[src/rtl/supply_supervisor.sv]
module supply_supervisor #(
  parameter int RST_CYCLES = 20,
  parameter int WD_CYCLES  = 200
) (
  input  logic       clk,
  input  logic       rst_n,
  input  logic       cfg_done,
  input  logic       uv,
  input  logic       wd_disable,
  input  logic [1:0] wdi_code,
  output logic       rst_out_n,
  output logic       wdo_n
);
  localparam int DW = $clog2(RST_CYCLES + 1);
  localparam int WW = $clog2(WD_CYCLES + 1);
  localparam logic [DW-1:0] D_END = DW'(RST_CYCLES - 1);
  localparam logic [WW-1:0] W_END = WW'(WD_CYCLES - 1);
  localparam logic [1:0] OPEN = 2'b10;

  logic [1:0]    s1, s2;
  logic          ref_ok, ref_lvl;
  logic          in_rst, wdo_q;
  logic [DW-1:0] dcnt;
  logic [WW-1:0] wcnt;

  wire driven = ~s2[1];
  wire kick   = driven & ref_ok & (s2[0] != ref_lvl);

  always_ff @(posedge clk) begin
    if (!rst_n) begin
      s1 <= OPEN; s2 <= OPEN;
      ref_ok <= 1'b0; ref_lvl <= 1'b0;
      in_rst <= 1'b1; wdo_q <= 1'b1;
      dcnt <= '0; wcnt <= '0;
    end else begin
      s1 <= wdi_code;
      s2 <= s1;
      ref_ok <= driven;
      if (driven) ref_lvl <= s2[0];
      if (uv || !cfg_done) begin
        in_rst <= 1'b1;
        dcnt   <= '0;
        wcnt   <= '0;
        if (uv) wdo_q <= 1'b1;
      end else if (in_rst) begin
        wcnt <= '0;
        if (dcnt == D_END) begin
          in_rst <= 1'b0;
          dcnt   <= '0;
        end else begin
          dcnt <= dcnt + DW'(1);
        end
      end else if (wd_disable || !driven) begin
        wcnt <= '0;
      end else if (kick) begin
        wcnt  <= '0;
        wdo_q <= 1'b1;
      end else if (wcnt == W_END) begin
        wcnt   <= '0;
        wdo_q  <= 1'b0;
        in_rst <= 1'b1;
      end else begin
        wcnt <= wcnt + WW'(1);
      end
    end
  end

  assign rst_out_n = ~in_rst;
  assign wdo_n     = wdo_q;
endmodule

[config.mk]
export PLATFORM = sky130hd
export DESIGN_NAME = supply_supervisor
export DESIGN_NICKNAME = d
export VERILOG_FILES = /design/src/rtl/supply_supervisor.sv
export SDC_FILE = /design/constraint.sdc
export NUM_CORES = 1
export LEC_CHECK = 0
export BUFFER_PORTS_ARGS = -buffer_cell sky130_fd_sc_hd__buf_2
export CORE_MARGIN = 2
export CORE_UTILIZATION = 40
export DETAILED_ROUTE_END_ITERATION = 6
export PLACE_DENSITY_LB_ADDON = 0.08
export SETUP_SLACK_MARGIN = 0.1
export SKIP_LAST_GASP = 1
export SLEW_MARGIN = 20
export SYNTH_ARGS = -nofsm -noshare
export SYNTH_HDL_FRONTEND = slang
export SYNTH_SLANG_ARGS = --single-unit
[constraint.sdc]
create_clock -name clk -period 3.5 [get_ports clk]
set_input_delay 0.175 -clock clk [delete_from_list [all_inputs] [get_ports clk]]
set_output_delay 0.175 -clock clk [all_outputs]
set_load 0.005 [all_outputs]
# == Word level (Yosys, flattened, before mapping) ==
# Cells that the tools add are included.
# op_classes
mux,12
mul,0
bitwise,5
eq_ne,6
div_mod_pow,0
addsub,2
n_reduce_logical,7
n_shift,0
n_lt_le_gt_ge,0
# op_table
operator,count
$mux W1,11
$add A8 B1 Y8 const B,1
$eq A8 B8 Y1 const B,1
$reduce_or A6 Y1,1
$add A5 B1 Y5 const B,1
$eq A5 B5 Y1 const B,1
$mux W5,1
$ne A2 B2 Y1 const B,2
$reduce_and A4 Y1,1
$not A1 Y1,3
$reduce_bool A3 Y1,1
$and A1 B1 Y1,2
$logic_or A1 B1 Y1,2
$ne A2 B1 Y1 const B,1
$reduce_or A2 Y1,1
$logic_not A1 Y1,1
$ne A1 B1 Y1,1
# totals
ram_bits,0
out_inout_bits,2
mem_count,0
input_bits,7
latch_bits,0
rom_bits,0
ff_bits,21

# == Logic depth before layout (Yosys ltp) ==
# Gate-level depths: netlist (run 1).
# depth
depth_word,7
depth_mapped,4
depth_no_buf,4

# == Worst setup path after synthesis (run 1) ==
# Ideal clock, no wire load.
# synth_path
path_type,register -> register
from,reg wcnt[0]
to,reg wcnt[6]
period_less_slack_ps,1427
setup_slack_ps,2073
stages_incl_launch_ff,5
arrival_ps,1328
path_buffers,0
required_ps,3400
cell_sequence,dfxtp_1 -> ha_1 -> nand2_1 -> or3_1 -> a2111oi_4
# synth_via
elab_chain_cells,2
elab_cells_between_ends,3
classes_between,1 x add/sub; 1 x eq/ne; 1 x reduce/logical
# synth_rtl
item,line,source
"start, declared",24,logic [WW-1:0] wcnt;
"start signal, assigned",63,wcnt <= wcnt + WW'(1);
branches (longest 2 deep; another with $add A8 B1 Y8),n/a,
# Several ways; the timed one is not identified.
# A chain may end at the register's enable or synchronous reset.

# == Worst setup path in the final report (run 1) ==
# Ends and elaborated chain as after synthesis.

==> out/metrics.json, run 1 <==
{
  "detailed_place_hpwl_um": 1150,
  "post_layout_nets": 112,
  "cts_num_sinks": 21,
  "grt_util_all_layers_pct": 14.7,
  "post_cts_hold_buffer_count": 0,
  "yosysMostFrequentCell": "dfxtp_1",
  "globalRoute.totalOverflow": 0,
  "post_synth_most_frequent_cells": "dfxtp_1, nand2_1, o21ai_0",
  "crit_path_cell_trace": "ha_1 > nand2_1 > or3_1 > a2111oi_4",
  "worst_hold_path.endpoint": "s1[1]",
  "clk_pin_slew_worst_paths_ns": 0.12,
  "h-tree-depth": 1,
  "post_synth_main_area_contributors": "dfxtp_1, nor4_2, xor2_1, a2111oi_2, nand2_1",
  "tightest_slew_ns": 0.598,
  "r2r-end": "wcnt[6]",
  "critical_path_arrival_ns": 1.74,
  "syn_nets": 101,
  "finalCritPeriodShare_pct": 43.5,
  "post-cts-setup-buffer-count": 0,
  "io_port_bufs": 8,
  "routabilityCongestion": 0.699,
  "clock-skew-final_ns": 0.0148,
  "insertedDiodeCount": 0,
  "tritoncts": "yes",
  "worst_hold_startpoint": "wdi_code[1]",
  "finalHoldViolCount": 0,
  "ctsRootBufferMaster": "clkbuf_4",
  "timing.setup.tns_ns": 0,
  "area_fraction_of_the_dominant_cell_type_after_synthesis_pct": 44.0,
  "critical_path_class": "register to register",
  "hold_ws_ns": 0.0617,
  "detailroute.via_count": 689,
  "final_period_minus_worst_setup_slack_ns": 1.52,
  "setup_slack_ns": 1.98,
  "drt-total-wl_um": 1600,
  "number_of_synthesized_flops_with_an_enable_pin": 0,
  "synth_seq_cells": 21,
  "synth_ff_type": "dfxtp_1",
  "seq_power_share_pct": 65.5,
  "static-leakage-power_uw": 0.000373,
  "ys_async_sr_fraction_pct": 0,
  "syn-cell-area_um2": 955,
  "switching_share_pct": 21.5,
  "postSynthAreaPerCell_um2": 10.4,
  "drt_drc_violations_left": 0,
  "outcome": "finished, final reports clean",
  "floorplan.io_pins": 9,
  "floorplan.core_area_um2": 2230,
  "finalCoreUtilization_pct": 46.6,
  "cts_resized": 0,
  "ir_drop_mv": 0.302,
  "initial_utilization_pct": 42.7,
  "type_of_origin_of_the_critical_path": "register",
  "synth_cells": 92,
  "route.detailed.vias_per_inst": 5.30,
  "grt_setup_unrepaired": "false",
  "area.growth.synth_to_final_pct": 8.91,
  "grt_first_pass_wirelength_um": 2930,
  "ff2ff_setup_slack_ns": 1.98,
  "clock.fmax_mhz": 657,
  "number_of_antenna_violating_nets_in_the_routed_design": 0,
  "switchingPower_uw": 80.3,
  "max-cap-violations": 0,
  "clock_path_buffers": 2,
  "die_h_um": 52.9,
  "pwr_density_cell_nw_per_um2": 358,
  "row_count": 17,
  "biggest_area_consumer_among_synthesized_cells": "dfxtp_1",
  "p_comb_share_pct": 3.3,
  "hold-path-cell-count": 2,
  "tightest_hold_check_type": "primary input to register",
  "drv_slew": 0,
  "ratio_of_cells_with_drive_above_1_in_the_final_layout_pct": 19.6,
  "critical-path-max-stage-delay_ns": 0.39,
  "kind_of_end_point_of_the_critical_path": "register",
  "reg2reg_from": "wcnt[0]",
  "power.share.clock_pct": 31.3,
  "drt_iter0_markers": 7,
  "timing.final.setup_violations": 0,
  "synth.yosys.warnings": 0,
  "design.die.area_um2": 2790,
  "num-fill-cells": 237,
  "floorplan.die.width_um": 52.9,
  "grt_max_degree": 14,
  "p_int_uw": 292,
  "cts-buffers-inserted": 3,
  "number_of_distinct_library_cell_variants_in_the_gate_level_netlist_after_synthesis": 33,
  "synth_seq_area_share_pct": 44.0,
  "required_ns": 3.72,
  "slowest_cell_on_the_critical_path": "or3_1",
  "placement.setup.worst_slack_ns": 2.00,
  "slew_headroom_pct": 60.0,
  "number_of_global_route_vias_before_repair": 669,
  "first_pass_iters": 4,
  "worst-r2r-cell-count": 4,
  "insertion_delay_ns": 0.31,
  "crit_fanout": 4,
  "post_drt_wl_per_cell_um": 12.3,
  "antenna_violations_before_repair": 0
}
## state kept, by name, summed over array words and instances (netlist names)
register  count
wcnt          8
dcnt          5
s1            2
s2            2
in_rst        1
ref_lvl       1
ref_ok        1
wdo_n         1
## cells by family after synthesis
group                    synth area share, %
multiplexers                            2.10
AND/OR/NAND/NOR                         25.8
buffers and inverters                   3.28
XOR/XNOR                                4.59
flip-flops                              44.0
AO/OA/AOI/OAI                           17.6
adder cells (fa/ha/maj)                 2.62
## placed cells by master, fill, tap and decap left out
cell / instances
o31ai_1: 2
or3_1: 4
or4b_1: 1
nor2_4: 1
nand2_1: 8
clkbuf_1: 1
xnor2_1: 1
mux2i_1: 2
clkbuf_4: 3
nor2_1: 2
dfxtp_1: 21
nand3_1: 2
nor4_1: 2
xor2_1: 4
a2111oi_4: 1
o211ai_1: 1
and2_1: 2
nand3_2: 1
ha_1: 2
nand4_1: 3
and2b_1: 1
a2111o_4: 1
and4b_1: 1
o2111ai_1: 2
o311ai_0: 1
inv_1: 4
a21oi_1: 3
nor2b_1: 4
a2111oi_2: 2
o21ai_0: 5
or2_0: 1
buf_2: 8
nor4_2: 3
nand2b_1: 2
## metrics by stage
step,cell area (um^2),power (uW),cells
2_1_floorplan,955,256,92
3_3_place_gp,1010,262,126
3_5_place_dp,1010,262,126
4_1_cts,1040,381,130
5_1_grt,1040,395,130
6_report,1040,373,130
## how the worst max path moves through the flow
stage / startpoint / endpoint / slack, ns
finish: wcnt[0] / wcnt[6] / 1.98
global route: wcnt[0] / wcnt[6] / 1.89
CTS: wcnt[0] / wcnt[6] / 1.97
detailed placement: wcnt[0] / wcnt[6] / 2.00
global placement: wcnt[0] / wcnt[6] / 2.04
floorplan: wcnt[0] / wcnt[6] / 2.07
## cell type report
type | instances | area [um^2] | share of cell area (%)
Tap cell | 28 | 35.0 | 3.37
Inverter | 4 | 15.0 | 1.44
Multi-Input combinational cell | 65 | 503 | 48.4
Timing Repair Buffer | 8 | 40.0 | 3.85
Sequential cell | 21 | 420 | 40.4
Clock buffer | 4 | 26.3 | 2.53
## power groups by stage
stage	Combinational, uW	Clock (uW)	Sequential (uW)
floorplan	7.16	0	249
global placement	12.1	0	249
detailed placement	12.4	0	250
CTS	12.5	125	244
global route	13.9	137	245
finish	12.1	117	244
## routing by layer
layer / vias up / wire length, um / GRT usage [%]
li1: 361 / - / -
met1: 319 / 793 / 17.5
met2: 7 / 745 / 24.4
met3: 2 / 46 / 5.93
met4: 0 / 14 / 3.85
met5: - / 0 / 0
## critical path, delay by kind of cell, from the launching register on
kind / cells / cell delay (ns)
AND/OR/NAND/NOR: 2 / 0.47
flip-flops: 1 / 0.38
AO/OA/AOI/OAI: 1 / 0.34
adder cells (fa/ha/maj): 1 / 0.23
No activity file was read; power rests on OpenSTA's default activity.
==> inputs of run 2 (changes only) <==
clock period = 1.4 ns   (was 3.5 ns; I/O delays follow)
==> run 2 against run 1 <==
Net effect:
- combinational power rose to 4.1 times the previous value
- critical path depth fell by 1
- fmax up 11%
- cell count rose by 12%
- clock skew shrank 0.0086 ns
- non-clock buffer count grew 15
- global-route usage rose by 2.0 points
- total power rose to 2.5 times the previous value
- sequential cell count is the same
- register-to-register slack worse by 1.9 ns
- die area unchanged
- wire length is 15% higher
- critical path type unchanged
- critical endpoint is now wcnt[5]
==> out/metrics.json, run 2 (synthesized netlist as in run 1, its figures left out) <==
{
  "outcome": "finished, final reports clean",
  "ir_drop_mv": 0.639,
  "design.die.area_um2": 2790,
  "drt-total-wl_um": 1840,
  "type_of_origin_of_the_critical_path": "register",
  "crit_fanout": 5,
  "biggest_register": "wcnt",
  "floorplan.die.width_um": 52.9,
  "finalHoldViolCount": 0,
  "insertedDiodeCount": 0,
  "kind_of_end_point_of_the_critical_path": "register",
  "max-cap-violations": 0,
  "hold_ws_ns": 0.0395,
  "critical_path_arrival_ns": 1.57,
  "insertion_delay_ns": 0.30,
  "met1_track_demand_over_resource_in_global_routing_pct": 19.5,
  "clk_pin_slew_worst_paths_ns": 0.11,
  "route.detailed.vias_per_inst": 5.23,
  "antenna_violations_before_repair": 0,
  "post_drt_wl_per_cell_um": 12.6,
  "clock.fmax_mhz": 732,
  "grt_first_pass_wirelength_um": 3330,
  "grtUsageMet2_pct": 27.5,
  "detailroute.via_count": 763,
  "floorplan.io_pins": 9,
  "io_port_bufs": 8,
  "grt_max_degree": 12,
  "drv_slew": 0,
  "grt_setup_unrepaired": "true",
  "cts-buffers-inserted": 3,
  "globalRouteMet3Util_pct": 5.93,
  "required_ns": 1.61,
  "tightest_hold_check_type": "primary input to register",
  "largestRegisters": "wcnt (8), dcnt (5)",
  "globalRoute.totalOverflow": 0,
  "finalCritPeriodShare_pct": 97.5,
  "drt_drc_violations_left": 0,
  "post-place-cells": 131,
  "finish.cell_count_without_fillers": 146,
  "layer_carrying_the_most_global_route_usage": "met2",
  "grt_util_all_layers_pct": 16.6,
  "num-fill-cells": 200,
  "floorplan.core_area_um2": 2230,
  "mostFrequentLayoutCells": "dfxtp_1, buf_4, nand2_1, buf_2",
  "area.growth.synth_to_final_pct": 31.5,
  "layout_commonest_cell": "dfxtp_1",
  "row_count": 17,
  "clock_path_buffers": 2,
  "final_period_minus_worst_setup_slack_ns": 1.37,
  "reg2reg_from": "s2[0]",
  "flip_flop_count_of_the_largest_register_after_layout": 8,
  "pwr_density_cell_nw_per_um2": 752,
  "clock-skew-final_ns": 0.00613,
  "slew_headroom_pct": 63.9,
  "routabilityCongestion": 0.784,
  "timing.final.setup_violations": 0,
  "post_layout_nets": 128,
  "cts_num_sinks": 21,
  "startpoint": "s2[0]",
  "ctsRootBufferMaster": "clkbuf_4",
  "number_of_global_route_vias_before_repair": 713,
  "die_h_um": 52.9,
  "tightest_slew_ns": 0.539,
  "worst_hold_startpoint": "rst_n",
  "static-leakage-power_uw": 0.000450,
  "ratio_of_cells_with_drive_above_1_in_the_final_layout_pct": 38.1,
  "tritoncts": "yes",
  "first_pass_iters": 3,
  "critical_path_class": "register to register",
  "detailed_place_hpwl_um": 1170,
  "initial_utilization_pct": 42.7,
  "number_of_antenna_violating_nets_in_the_routed_design": 0,
  "drt_iter0_markers": 8,
  "h-tree-depth": 1
}
-- run 2: cell type report --
| cell class | instances | area (um^2) | share of cell area [%] |
|---|---|---|---|
| multi-input cells | 66 | 563 | 44.9 |
| inverters | 4 | 15.0 | 1.20 |
| clock buffers | 4 | 26.3 | 2.09 |
| well taps | 28 | 35.0 | 2.79 |
| flip-flops and latches | 21 | 438 | 34.9 |
| repair buffers | 23 | 178 | 14.2 |
-- run 2: power breakdown --
group          internal (uW)  switching [uW]
Sequential               599            4.96
Clock                    111             179
Combinational           27.2            22.0
Total                    738             206
-- run 2: final timing paths --
kind	endpoint	slack [ns]	depth (start not counted)
setup / recovery	wcnt[5]	0.03	3
hold / removal	s2[0]	0.04	2
setup reg to reg	wcnt[5]	0.03	3
hold reg to reg	s2[1]	0.44	1
-- run 2: metal layers --
| metal | part of all wire (%) | routed length (um) |
|---|---|---|
| met1 | 47 | 856 |
| met2 | 49 | 903 |
| met3 | 3.2 | 59 |
| met4 | 0.93 | 17 |
| met5 | 0 | 0 |
-- run 2: stage by stage --
| step | area (um^2) | total power, uW | setup WS [ns] | TNS (ns) | utilization (%) |
|---|---|---|---|---|---|
| global route | 1250 | 1000 | -0.0113 | -0.0227 | 56.2 |
| global placement | 1070 | 657 | 0.0539 | 0 | 48.1 |
| floorplan | 978 | 641 | 0.0603 | 0 | - |
| finish | 1250 | 944 | 0.0348 | 0 | 56.2 |
| CTS | 1220 | 963 | 0.0228 | 0 | 54.5 |
| detailed placement | 1070 | 659 | 0.0337 | 0 | 48.1 |
-- run 2: worst max-delay path: stages, from the launching register on --
cell and delay [ns]:
dfxtp_2 0.35, xor2_2 0.19, a2111o_4 0.52, a2111oi_2 0.21
-- run 2: timing repair --
action,4_1_cts,5_1_grt
buffers inserted,3,2
resized for setup,6,8
setup endpoints to repair,10,11
hold endpoints to repair,4,0
hold buffers,5,0
cloned,1,0
pin swaps,2,4
==> inputs of run 3 (changes only) <==
CORE_ASPECT_RATIO = 1.75   (was default)
==> run 3 against run 2 <==
Net effect:
- total power is 10% higher
- worst setup slack worse by 0.011 ns
- register-to-register slack hardly changed
- die area is 0.54% higher
- via count is 0.13% higher
- sequential power is 1% higher
- largest cell class unchanged
- largest power group unchanged
- highest routed layer unchanged
==> out/metrics.json, run 3 (synthesized netlist as in run 1, its figures left out) <==
{
  "floorplan.io_pins": 9,
  "cts-buffers-inserted": 3,
  "finalCritPeriodShare_pct": 98.3,
  "worst_hold_path.endpoint": "in_rst",
  "hold-path-cell-count": 2,
  "flip_flop_count_of_the_largest_register_after_layout": 8,
  "globalRoute.totalOverflow": 0,
  "finish.cell_count_without_fillers": 138,
  "antenna_violations_before_repair": 0,
  "worst_hold_startpoint": "cfg_done",
  "tightest_slew_ns": 0.481,
  "max-cap-violations": 0,
  "slew_headroom_pct": 67.8,
  "tritoncts": "yes",
  "num-fill-cells": 218,
  "fin_total_pwr_uw": 1040,
  "routabilityCongestion": 0.660,
  "critical_path_class": "register to register",
  "post_layout_nets": 123,
  "critical_path_arrival_ns": 1.54,
  "h-tree-depth": 1,
  "clock_path_buffers": 2,
  "insertedDiodeCount": 0,
  "detailroute.via_count": 764,
  "drv_slew": 0,
  "tightest_hold_check_type": "primary input to register",
  "grt_first_pass_wirelength_um": 3180,
  "grt_util_all_layers_pct": 16.6,
  "finalHoldViolCount": 0,
  "clock-skew-final_ns": 0.000841,
  "drt-total-wl_um": 1920,
  "sequential_cell_area_um2": 429,
  "post-place-cells": 127,
  "r2r-end": "wcnt[4]",
  "number_of_global_route_vias_before_repair": 763,
  "die_h_um": 68.6,
  "reg2reg_from": "s2[0]",
  "row_count": 23,
  "floorplan.core_area_um2": 2270,
  "first_pass_iters": 2,
  "ctsRootBufferMaster": "clkbuf_8",
  "grt_setup_unrepaired": "true",
  "cts_num_sinks": 21,
  "type_of_origin_of_the_critical_path": "register",
  "ff2ff_setup_slack_ns": 0.02,
  "timing.final.setup_violations": 0,
  "route.detailed.vias_per_inst": 5.54,
  "clk_pin_slew_worst_paths_ns": 0.07,
  "io_port_bufs": 8,
  "grt_max_degree": 13,
  "crit_fanout": 5,
  "drt_iter0_markers": 9,
  "outcome": "finished, final reports clean",
  "multi_input_area_um2": 566,
  "finalCoreUtilization_pct": 53.5,
  "largestRegisters": "wcnt (8), dcnt (5)",
  "ratio_of_cells_with_drive_above_1_in_the_final_layout_pct": 40.7,
  "clock.fmax_mhz": 727,
  "timing.setup.tns_ns": 0,
  "worst-r2r-cell-count": 3,
  "insertion_delay_ns": 0.25,
  "required_ns": 1.56,
  "design.die.area_um2": 2810,
  "drt_drc_violations_left": 0,
  "ir_drop_mv": 0.666,
  "hold_ws_ns": 0.0149,
  "static-leakage-power_uw": 0.000445,
  "initial_utilization_pct": 42.0,
  "kind_of_end_point_of_the_critical_path": "register",
  "number_of_antenna_violating_nets_in_the_routed_design": 0,
  "pwr_density_cell_nw_per_um2": 854,
  "layout_commonest_cell": "dfxtp_1",
  "area.growth.synth_to_final_pct": 27.5,
  "final_period_minus_worst_setup_slack_ns": 1.38,
  "post_drt_wl_per_cell_um": 13.9,
  "detailed_place_hpwl_um": 1330,
  "floorplan.die.width_um": 40.9,
  "biggest_register": "wcnt",
  "mostFrequentLayoutCells": "dfxtp_1, nand2_1, buf_2, buf_4, dfxtp_2"
}
-- run 3: cell count changes in the layout (fill, tap and decap cells not counted), sizes merged --
cell         change
buf              -1
dlygate4sd3      -4
clkinv           +1
clkbuf           -1
-- run 3: through the flow --
stage / worst slack (ns) / cell area (um^2)
floorplan: 0.0603 / 978
global placement: 0.0324 / 1060
detailed placement: -0.00730 / 1060
CTS: 0.0421 / 1210
global route: -0.0210 / 1220
finish: 0.0242 / 1220
-- run 3: worst max-delay path: stages (launching register included) --
cell and delay, ns:
dfxtp_2 0.34, xor2_2 0.19, a2111o_4 0.52, nor4_2 0.23
-- run 3: layer usage --
layer  track usage (%)  vias to the layer above  part of all wire [%]
li1                  -                      385                     -
met1              17.5                      371                    40
met2              29.7                        6                    57
met3              2.88                        2                   1.6
met4              7.50                        0                  0.94
met5                 0                        -                     0
-- run 3: area by class of cell --
| type | instances | share of cell area, % |
|---|---|---|
| well taps | 25 | 2.57 |
| clock buffers | 3 | 3.39 |
| repair buffers | 18 | 10.7 |
| multi-input cells | 66 | 46.5 |
| flip-flops and latches | 21 | 35.3 |
| inverters | 4 | 1.23 |
| clock inverters | 1 | 0.411 |
-- run 3: timing repair --
action | CTS | global route
gates cloned | 1 | 0
pin swaps | 4 | 4
setup endpoints to repair | 10 | 11
hold endpoints to repair | 1 | 0
resized for setup | 8 | 4
setup buffers | 4 | 1
hold buffers | 1 | 0
-- run 3: where the power goes --
part / switching (uW) / internal (uW) / total [uW] / leakage, uW
Clock: 192 / 198 / 390 / 0.0000255
Combinational: 20.1 / 20.1 / 40.2 / 0.000247
Sequential: 4.95 / 605 / 610 / 0.000173
-- run 3: worst max-delay path by stage --
| stage | start | endpoint | slack [ns] |
|---|---|---|---|
| 2_1_floorplan | in_rst | wdo_n | 0.06 |
| 3_3_place_gp | wcnt[1] | wcnt[6] | 0.03 |
| 3_5_place_dp | wcnt[1] | wcnt[6] | -0.007 |
| 4_1_cts | s2[0] | wcnt[7] | 0.04 |
| 5_1_grt | s2[0] | wcnt[5] | -0.02 |
| 6_report | s2[0] | wcnt[4] | 0.02 |
